$ cat src/rtl/clamp_pulse_gen.sv
module clamp_pulse_gen #(
  parameter int PW = 8,
  parameter int DW = 8
) (
  input  logic          clk,
  input  logic          rst_n,
  input  logic          hsync_in,
  input  logic          hsync_pol,
  input  logic          ext_clamp,
  input  logic          ext_pol,
  input  logic          clk_src,
  input  logic [PW-1:0] placement,
  input  logic [PW-1:0] duration,
  input  logic [2:0]    lvl_sel,
  output logic          clamp_on,
  output logic [DW-1:0] code_r,
  output logic [DW-1:0] code_g,
  output logic [DW-1:0] code_b
);
  localparam int CW = PW + 1;
  localparam logic [DW-1:0] MID = DW'(1) << (DW - 1);

  logic          hs_act, hs_q, lead, run;
  logic [CW-1:0] cnt, stop_at, cnt_nx;
  logic [PW-1:0] pl_q, du_q;
  logic          int_on, ext_on;

  assign hs_act  = hsync_pol ? hsync_in : ~hsync_in;
  assign lead    = hs_act & ~hs_q;
  assign stop_at = {1'b0, pl_q} + {1'b0, du_q};
  assign cnt_nx  = cnt + CW'(1);

  always_ff @(posedge clk) begin
    if (!rst_n) begin
      hs_q <= 1'b1;
      run  <= 1'b0;
      cnt  <= '0;
      pl_q <= '0;
      du_q <= '0;
    end else begin
      hs_q <= hs_act;
      if (lead) begin
        run  <= 1'b1;
        cnt  <= '0;
        pl_q <= placement;
        du_q <= duration;
      end else if (run) begin
        if (cnt_nx >= stop_at) run <= 1'b0;
        else cnt <= cnt_nx;
      end
    end
  end

  assign int_on   = run && (cnt >= {1'b0, pl_q}) && (cnt < stop_at);
  assign ext_on   = ext_pol ? ext_clamp : ~ext_clamp;
  assign clamp_on = clk_src ? ext_on : int_on;

  assign code_r = lvl_sel[0] ? MID : '0;
  assign code_g = lvl_sel[1] ? MID : '0;
  assign code_b = lvl_sel[2] ? MID : '0;
endmodule

$ cat config.mk
export PLATFORM = sky130hd
export DESIGN_NAME = clamp_pulse_gen
export DESIGN_NICKNAME = d
export VERILOG_FILES = /design/src/rtl/clamp_pulse_gen.sv
export SDC_FILE = /design/constraint.sdc
export NUM_CORES = 1
export LEC_CHECK = 0
export ABC_AREA = 1
export BUFFER_PORTS_ARGS = -buffer_cell sky130_fd_sc_hd__buf_2
export CAP_MARGIN = 30
export CORE_MARGIN = 5
export CORE_UTILIZATION = 40
export CTS_BUF_LIST = sky130_fd_sc_hd__clkbuf_8
export CTS_CLUSTER_DIAMETER = 80
export CTS_CLUSTER_SIZE = 25
export DETAILED_ROUTE_END_ITERATION = 8
export GPL_TIMING_DRIVEN = 0
export PLACE_DENSITY = 0.64
export SYNTH_ARGS = -nofsm -noshare
export SYNTH_HDL_FRONTEND = slang
export SYNTH_SLANG_ARGS = --single-unit
$ cat constraint.sdc
create_clock -name clk -period 3.1 [get_ports clk]
set_input_delay 0.465 -clock clk [delete_from_list [all_inputs] [get_ports clk]]
set_output_delay 0.465 -clock clk [all_outputs]
set_load 0.01 [all_outputs]
==> impl_metrics.csv, run 1 <==
group,metric,value,unit
floorplanning,die_area,7230,µm²
yosys,synth_edf_count,0,
power_and_ir_drop,powerDensity,331,nW/µm²
power_and_ir_drop,intPower,0.583,mW
place,postPlaceCellArea,2540,µm²
setup_path,cp.required,2.63,ns
drt,wire_per_inst,10.1,µm
yosys,synth_top_area_share,24.0,%
cells_and_area,layout-drive-gt1-share,21.8,%
yosys,ys_seq_elements,27,
drt,dr.pass1.iters,4,
sta,slew_violations,0,
drt,via_per_inst,4.49,
yosys,yosys.area_share.simple,25.0,%
global_route,grt_max_degree,15,
global_route,grt_overflow,0,
cts,cts_tree,"yes",
setup_path,r2r-end,"cnt[6]$_SDFFE_PP0P_",
cts,cts.path.max_buffers,2,
floorplanning,rows,27,
floorplanning,start_util,41.1,%
yosys,async_flop_share,0,%
yosys,dominantRegCellSynth,"dfxtp_1",
sta,fin_ws,-0.100,ns
yosys,synth_most_common_cell,"nand2_1",
power_and_ir_drop,switching_power,0.303,mW
yosys,synth.area.top_cells,"dfxtp_1, ha_1, nand2_1",
power_and_ir_drop,netSwitchingFraction,34.2,%
sta,fmax,312,MHz
power_and_ir_drop,ir_worst_vdd,220,µV
place,gp_congestion,0.769,
drt,drt-total-wl,4.55,mm
cts,cts-buffers-inserted,3,
global_route,antenna_found_initial,0,
setup_path,cp_max_fo,2,
global_route,grt_pass1_vias,1940,
sta,finalSetupViolCount,1,
sta,hold_viol_final,0,
yosys,netlist_instances,320,
yosys,synth_top_family_by_area,"simple AND/OR/NAND/NOR gates",
yosys,yosysWarnings,0,
run_status,status,"finished, violations left",
cts,clk_pin_slew_worst_paths,0.10,ns
cells_and_area,multi_input_area,1450,µm²
global_route,grt.busiest_layer,"met2",
floorplanning,die_y,85.0,µm
cells_and_area,post-route-util,48.9,%
sta,timing.final.crit_share,103,%
yosys,synth.distinct_cells,33,
cells_and_area,areaGrowthSynthToFinish,18.8,%
yosys,seq_area_frac_synth,24.0,%
cells_and_area,diodes,0,
global_route,use_met1,16.4,%
cells_and_area,layout.nets,433,
power_and_ir_drop,p_comb_share,34.5,%
yosys,synth_common_cells,"nand2_1, inv_1, a21oi_1",
run_status,violations,"setup timing",
yosys,synth_compound_area_share,13.8,%
sta,skew,0.00330,ns
yosys,synth_xor_area_share,3.50,%
place,place_hpwl,3.82,mm
cts,htree_levels,1,
setup_path,r2r_start,"pl_q[0]$_SDFFE_PN0P_",
yosys,synth.cell_area,2250,µm²
global_route,grt_use_met3,1.94,%
setup_path,rr_worst_depth,19,
global_route,grt_pass1_wl,8.05,mm
cells_and_area,fin_area,2670,µm²
drt,drtIter0Drc,70,
power_and_ir_drop,total_power,0.886,mW
min_path,hold_class,"primary input to flop",
sta,relSlewSlack,62.5,%
flow_run,maxCapViolCount,0,
drt,vias,2011,
power_and_ir_drop,clkPwrFrac,22.9,%
yosys,synthAdderAreaFrac,17.0,%
power_and_ir_drop,power.leakage,1.38,nW
floorplanning,ios,51,
drt,ant_nets,0,
floorplanning,dieWidth,85.0,µm
sta,post-route-min-period,3.20,ns
yosys,synth_top_area_cell,"dfxtp_1",
global_route,grt_util_met2,23.7,%
cts,cts_root_buf,"clkbuf_8",
cells_and_area,ff_latch_area,543,µm²
drt,drc_errors,0,
place,port_buffers,25,
cts,cts_sinks,27,
setup_path,start_kind,"flop",
yosys,synth_mux_area_share,0,%
setup_path,reg2reg_slack,0.26,ns
yosys,syn_avg_cell_area,7.03,µm²
setup_path,worstPathArrival,2.74,ns
sta,fin_setup_tns,-0.100,ns
setup_path,crit_end,"clamp_on",
cells_and_area,fillerInstances,585,
power_and_ir_drop,pwr-share-seq,42.6,%
setup_path,crit_type,"flop to output port",
sta,worst_pin_slew,0.562,ns
setup_path,crit_start,"pl_q[0]$_SDFFE_PN0P_",
sta,grt_setup_unrepaired,"yes",
cts,clk_latency,0.27,ns
global_route,grt_use_total,13.1,%
setup_path,endpoint_kind,"output port",
floorplanning,coreArea,5470,µm²
[placed cells by master, fill, tap and decap left out, drive strengths merged]
cell | Yosys | routed
nand2 | 71 | 71
buf | 25 | 57
inv | 45 | 46
a21oi | 33 | 33
nand3 | 30 | 30
ha | 29 | 29
dfxtp | 27 | 27
conb | 1 | 21
o21ai | 21 | 21
nor2 | 10 | 10
clkbuf | 5 | 8
xor2 | 7 | 7
nand4 | 3 | 3
xnor2 | 2 | 2
nand3b | 2 | 2
nor3 | 2 | 2
o211ai | 1 | 1
a21o | 1 | 1
a31oi | 1 | 1
or2 | 1 | 1
o31a | 1 | 1
a21boi | 1 | 1
fa | 1 | 1
[through the flow]
stage               instances  hold slack, ns  worst slack, ns
finish                    448           0.412           -0.100
global route              448           0.439           -0.397
CTS                       447           0.412           -0.145
detailed placement        437           0.446           -0.109
global placement          437           0.442          -0.0827
floorplan                 340           0.427            0.286
[layout make-up]
type	instances	area share (%)
well taps	72	3.37
multi-input cells	238	54.1
plain buffers	30	7.58
flip-flops and latches	27	20.3
inverters	45	6.32
repair buffers	32	6.64
clock inverters	1	0.140
clock buffers	3	1.54
[registers in the layout, summed over array words and instances, names as in the netlist]
signal and count:
run 1, cnt 9, hs_q 1, du_q 8
pl_q 8
[logic make-up (layout without fill, tap and decap cells)]
| group | Yosys count | in the layout |
|---|---|---|
| simple gates | 119 | 119 |
| xor+xnor | 9 | 9 |
| other cells | 1 | 21 |
| compound gates | 59 | 59 |
| buf+inv | 75 | 111 |
| fa+ha+maj | 30 | 30 |
| flops | 27 | 27 |
[worst min path at each step]
| stage | slack (ns) | to | cells after the start | start |
|---|---|---|---|---|
| after global placement | 0.44 | du_q[2]$_SDFFE_PN0P_ | 2 | du_q[2]$_SDFFE_PN0P_ |
| after CTS | 0.41 | hs_q$_SDFF_PN1_ | 3 | hsync_in |
| after detailed placement | 0.45 | du_q[2]$_SDFFE_PN0P_ | 2 | du_q[2]$_SDFFE_PN0P_ |
| after floorplan | 0.43 | du_q[4]$_SDFFE_PN0P_ | 2 | du_q[4]$_SDFFE_PN0P_ |
| final | 0.41 | hs_q$_SDFF_PN1_ | 3 | hsync_in |
| after global routing | 0.44 | hs_q$_SDFF_PN1_ | 3 | hsync_in |
[critical path, stage by stage, from the launching register on]
cell	delay, ns
dfxtp_2	0.37
ha_4	0.14
inv_2	0.03
fa_2	0.34
o21ai_2	0.18
nand2_2	0.08
xor2_2	0.15
ha_1	0.29
nand2_1	0.09
nor2_1	0.04
nor2_1	0.09
nand3_1	0.08
o21ai_1	0.07
nand3_1	0.07
o21ai_1	0.08
nand2_1	0.07
nand3_1	0.06
nand2_1	0.06
nand2_1	0.05
buf_2	0.12
[per-layer routing]
metal / share of wire (%) / routed length [µm]
met5: 0 / 0
met4: 0.92 / 42
met3: 4.9 / 224
met2: 47 / 2110
met1: 48 / 2160
[repair_timing]
action                                  in CTS  in global routing
hold buffers                                 0                  0
endpoints found under the setup margin       1                  1
resized for setup                            9                  2
pin swaps                                    7                 11
endpoints found under the hold margin        0                  0
buffers inserted                             6                  1
[power by group through the flow]
stage | clock [mW] | sequential (mW) | combinational (mW)
after floorplan | 0 | 0.382 | 0.230
after CTS | 0.210 | 0.378 | 0.306
after global placement | 0 | 0.384 | 0.290
after detailed placement | 0 | 0.385 | 0.294
final | 0.203 | 0.377 | 0.306
after global routing | 0.224 | 0.381 | 0.351
Power figures use the tool's default switching activity.
==> inputs of run 2 (changes only) <==
--- a/config.mk
+++ b/config.mk
@@ -8,6 +8,8 @@
 export ABC_AREA = 1
 export BUFFER_PORTS_ARGS = -buffer_cell sky130_fd_sc_hd__buf_2
 export CAP_MARGIN = 30
+export CELL_PAD_IN_SITES_DETAIL_PLACEMENT = 1
+export CELL_PAD_IN_SITES_GLOBAL_PLACEMENT = 1
 export CORE_MARGIN = 5
 export CORE_UTILIZATION = 40
 export CTS_BUF_LIST = sky130_fd_sc_hd__clkbuf_8
@@ -15,7 +17,7 @@
 export CTS_CLUSTER_SIZE = 25
 export DETAILED_ROUTE_END_ITERATION = 8
 export GPL_TIMING_DRIVEN = 0
-export PLACE_DENSITY = 0.64
+export PLACE_DENSITY = 0.85
 export SYNTH_ARGS = -nofsm -noshare
 export SYNTH_HDL_FRONTEND = slang
 export SYNTH_SLANG_ARGS = --single-unit
==> run 2 against run 1 <==
The run still ends with setup timing left. Fmax is 2.1% lower. Highest routed layer unchanged. Sequential cell count unchanged. Via count increased by 6.8%. Register-to-register slack better by 0.02 ns. Final cell count fell by 0.67%. Setup slack got worse by 0.070 ns. Critical path depth unchanged. Sequential share of layout area is 0.22 points higher. Wire length rose by 24%. Die area is the same.
==> impl_metrics.csv, run 2 (same netlist as run 1, synthesis figures left out) <==
group,metric,value,unit
sta,relSlewSlack,61.0,%
floorplanning,dieWidth,85.0,µm
drt,drc_errors,0,
cells_and_area,regMostFlops,"cnt",
setup_path,start_kind,"flop",
setup_path,reg2reg_slack,0.28,ns
setup_path,cpMaxStageDelayCell,"dfxtp_2",
place,port_buffers,25,
sta,hold_viol_final,0,
min_path,hold_start,"hsync_in",
place,place_hpwl,4.80,mm
setup_path,rr_worst_depth,16,
global_route,antenna_found_initial,0,
run_status,violations,"setup timing",
floorplanning,ios,51,
cells_and_area,layout-drive-gt1-share,22.0,%
sta,fin_ws,-0.170,ns
cts,cts_tree,"yes",
sta,skew,0.00307,ns
cells_and_area,areaGrowthSynthToFinish,18.1,%
min_path,hold_class,"primary input to flop",
cells_and_area,fin_area,2660,µm²
drt,wire_per_inst,12.7,µm
cells_and_area,post-route-util,48.6,%
drt,vias,2147,
cells_and_area,final_cell_mix,"nand2_1, inv_1, a21oi_1, ha_1, buf_4",
power_and_ir_drop,power.leakage,1.37,nW
global_route,grt_max_degree,16,
sta,post-route-min-period,3.27,ns
setup_path,cp.required,2.63,ns
global_route,grt_pass1_wl,9.98,mm
cts,cts.path.max_buffers,2,
run_status,status,"finished, violations left",
min_path,whs_path_depth,3,
sta,timing.final.crit_share,105,%
sta,finalSetupViolCount,1,
drt,dr.pass1.iters,4,
floorplanning,coreArea,5470,µm²
floorplanning,start_util,41.1,%
cts,cts_sinks,27,
sta,worst_pin_slew,0.585,ns
global_route,grt_pass1_vias,2357,
setup_path,cpMostUsedCell,"nand2_1",
place,gp_congestion,0.780,
floorplanning,rows,27,
cts,cts_root_buf,"clkbuf_8",
global_route,grt_overflow,0,
cts,hold_buffers,0,
setup_path,r2r-end,"cnt[5]$_SDFFE_PP0P_",
min_path,hold_path_end,"hs_q$_SDFF_PN1_",
cts,clk_pin_slew_worst_paths,0.11,ns
floorplanning,die_area,7230,µm²
sta,slew_violations,0,
cells_and_area,reg.largest.list,"cnt: 9 flops, du_q: 8 flops, pl_q: 8 flops",
setup_path,slowest_delay,0.37,ns
cts,htree_levels,1,
drt,drt-total-wl,5.64,mm
cts,cts-buffers-inserted,3,
power_and_ir_drop,ir_worst_vdd,191,µV
drt,drtIter0Drc,40,
cells_and_area,layout.nets,430,
setup_path,crit_type,"flop to output port",
cts,clk_latency,0.29,ns
floorplanning,die_y,85.0,µm
setup_path,cp_max_fo,3,
flow_run,maxCapViolCount,0,
cells_and_area,diodes,0,
setup_path,endpoint_kind,"output port",
sta,fmax,306,MHz
power_and_ir_drop,powerDensity,344,nW/µm²
cells_and_area,largest_reg_flops,9,
place,postPlaceCellArea,2540,µm²
setup_path,worstPathArrival,2.81,ns
drt,via_per_inst,4.82,
drt,ant_nets,0,
cells_and_area,final_common_cell,"nand2_1",
setup_path,r2r_start,"pl_q[0]$_SDFFE_PN0P_",
global_route,grt_use_total,16.4,%
sta,grt_setup_unrepaired,"yes",
setup_path,cp_cell_sequence,"ha_4 -> inv_2 -> fa_2 -> o21ai_2 -> nand2_2 -> xor2_2 -> ha_1 -> nand2_2 -> nor2_2 -> nor2_1 -> nand3_1 -> o21ai_1 -> nand3_1 -> o21ai_1 -> nand2_1 -> nand3_2 -> nand2_1 -> nand2_1 -> buf_2",
[run 2: final cells by class]
cell class / count / area [µm²]
buffer: 30 / 203
clock buffer: 3 / 41.3
clock inverter: 1 / 5.00
fill: 754 / 2820
inverter: 45 / 169
multi-input combinational: 238 / 1450
sequential: 27 / 546
tap: 72 / 90.1
timing repair buffer: 29 / 155
[run 2: repair_timing]
action,CTS,global route
pin swaps,2,0
setup endpoints to repair,1,1
resized for setup,9,5
setup buffers,4,0
cloned,0,0
[run 2: report_power, final]
group          switching [mW]  total [mW]  internal (mW)
registers              0.0122       0.378          0.366
logic                   0.187       0.314          0.127
clock network           0.131       0.221         0.0908
total                   0.329       0.913          0.584
[run 2: stage by stage]
step | hold slack (ns) | power [mW] | instances | setup slack (ns) | TNS [ns]
2_1_floorplan | 0.427 | 0.612 | 340 | 0.286 | 0
3_3_place_gp | 0.438 | 0.674 | 437 | -0.0649 | -0.0649
3_5_place_dp | 0.445 | 0.688 | 437 | -0.113 | -0.113
4_1_cts | 0.399 | 0.915 | 445 | -0.179 | -0.179
5_1_grt | 0.409 | 0.977 | 445 | -0.424 | -0.424
6_report | 0.399 | 0.913 | 445 | -0.170 | -0.170
[run 2: worst max path at each step]
stage / startpoint / endpoint / slack, ns / cells past startpoint
2_1_floorplan: pl_q[0]$_SDFFE_PN0P_ / clamp_on / 0.29 / 18
3_3_place_gp: pl_q[0]$_SDFFE_PN0P_ / clamp_on / -0.06 / 19
3_5_place_dp: pl_q[0]$_SDFFE_PN0P_ / clamp_on / -0.11 / 19
4_1_cts: du_q[0]$_SDFFE_PN0P_ / clamp_on / -0.18 / 19
5_1_grt: pl_q[0]$_SDFFE_PN0P_ / clamp_on / -0.42 / 19
6_report: pl_q[0]$_SDFFE_PN0P_ / clamp_on / -0.17 / 19
[run 2: layer usage]
| metal | up-vias | part of all wire [%] | global-route usage (%) |
|---|---|---|---|
| met2 | 34 | 53 | 32.5 |
| met3 | 7 | 3.6 | 2.04 |
| met5 | - | 0 | 0 |
| met1 | 1000 | 43 | 17.7 |
| met4 | 0 | 1.3 | 5.04 |
| li1 | 1106 | - | - |
[run 2: worst max-delay path: cells and delay by family (launching register included)]
kind,cells,cell delay (ns)
adders and majority gates,3,0.81
AOI/OAI and AO/OA,3,0.33
and+or+nand+nor,10,0.70
xor gates and xnor gates,1,0.16
buffers and inverters,2,0.16
DFF,1,0.37
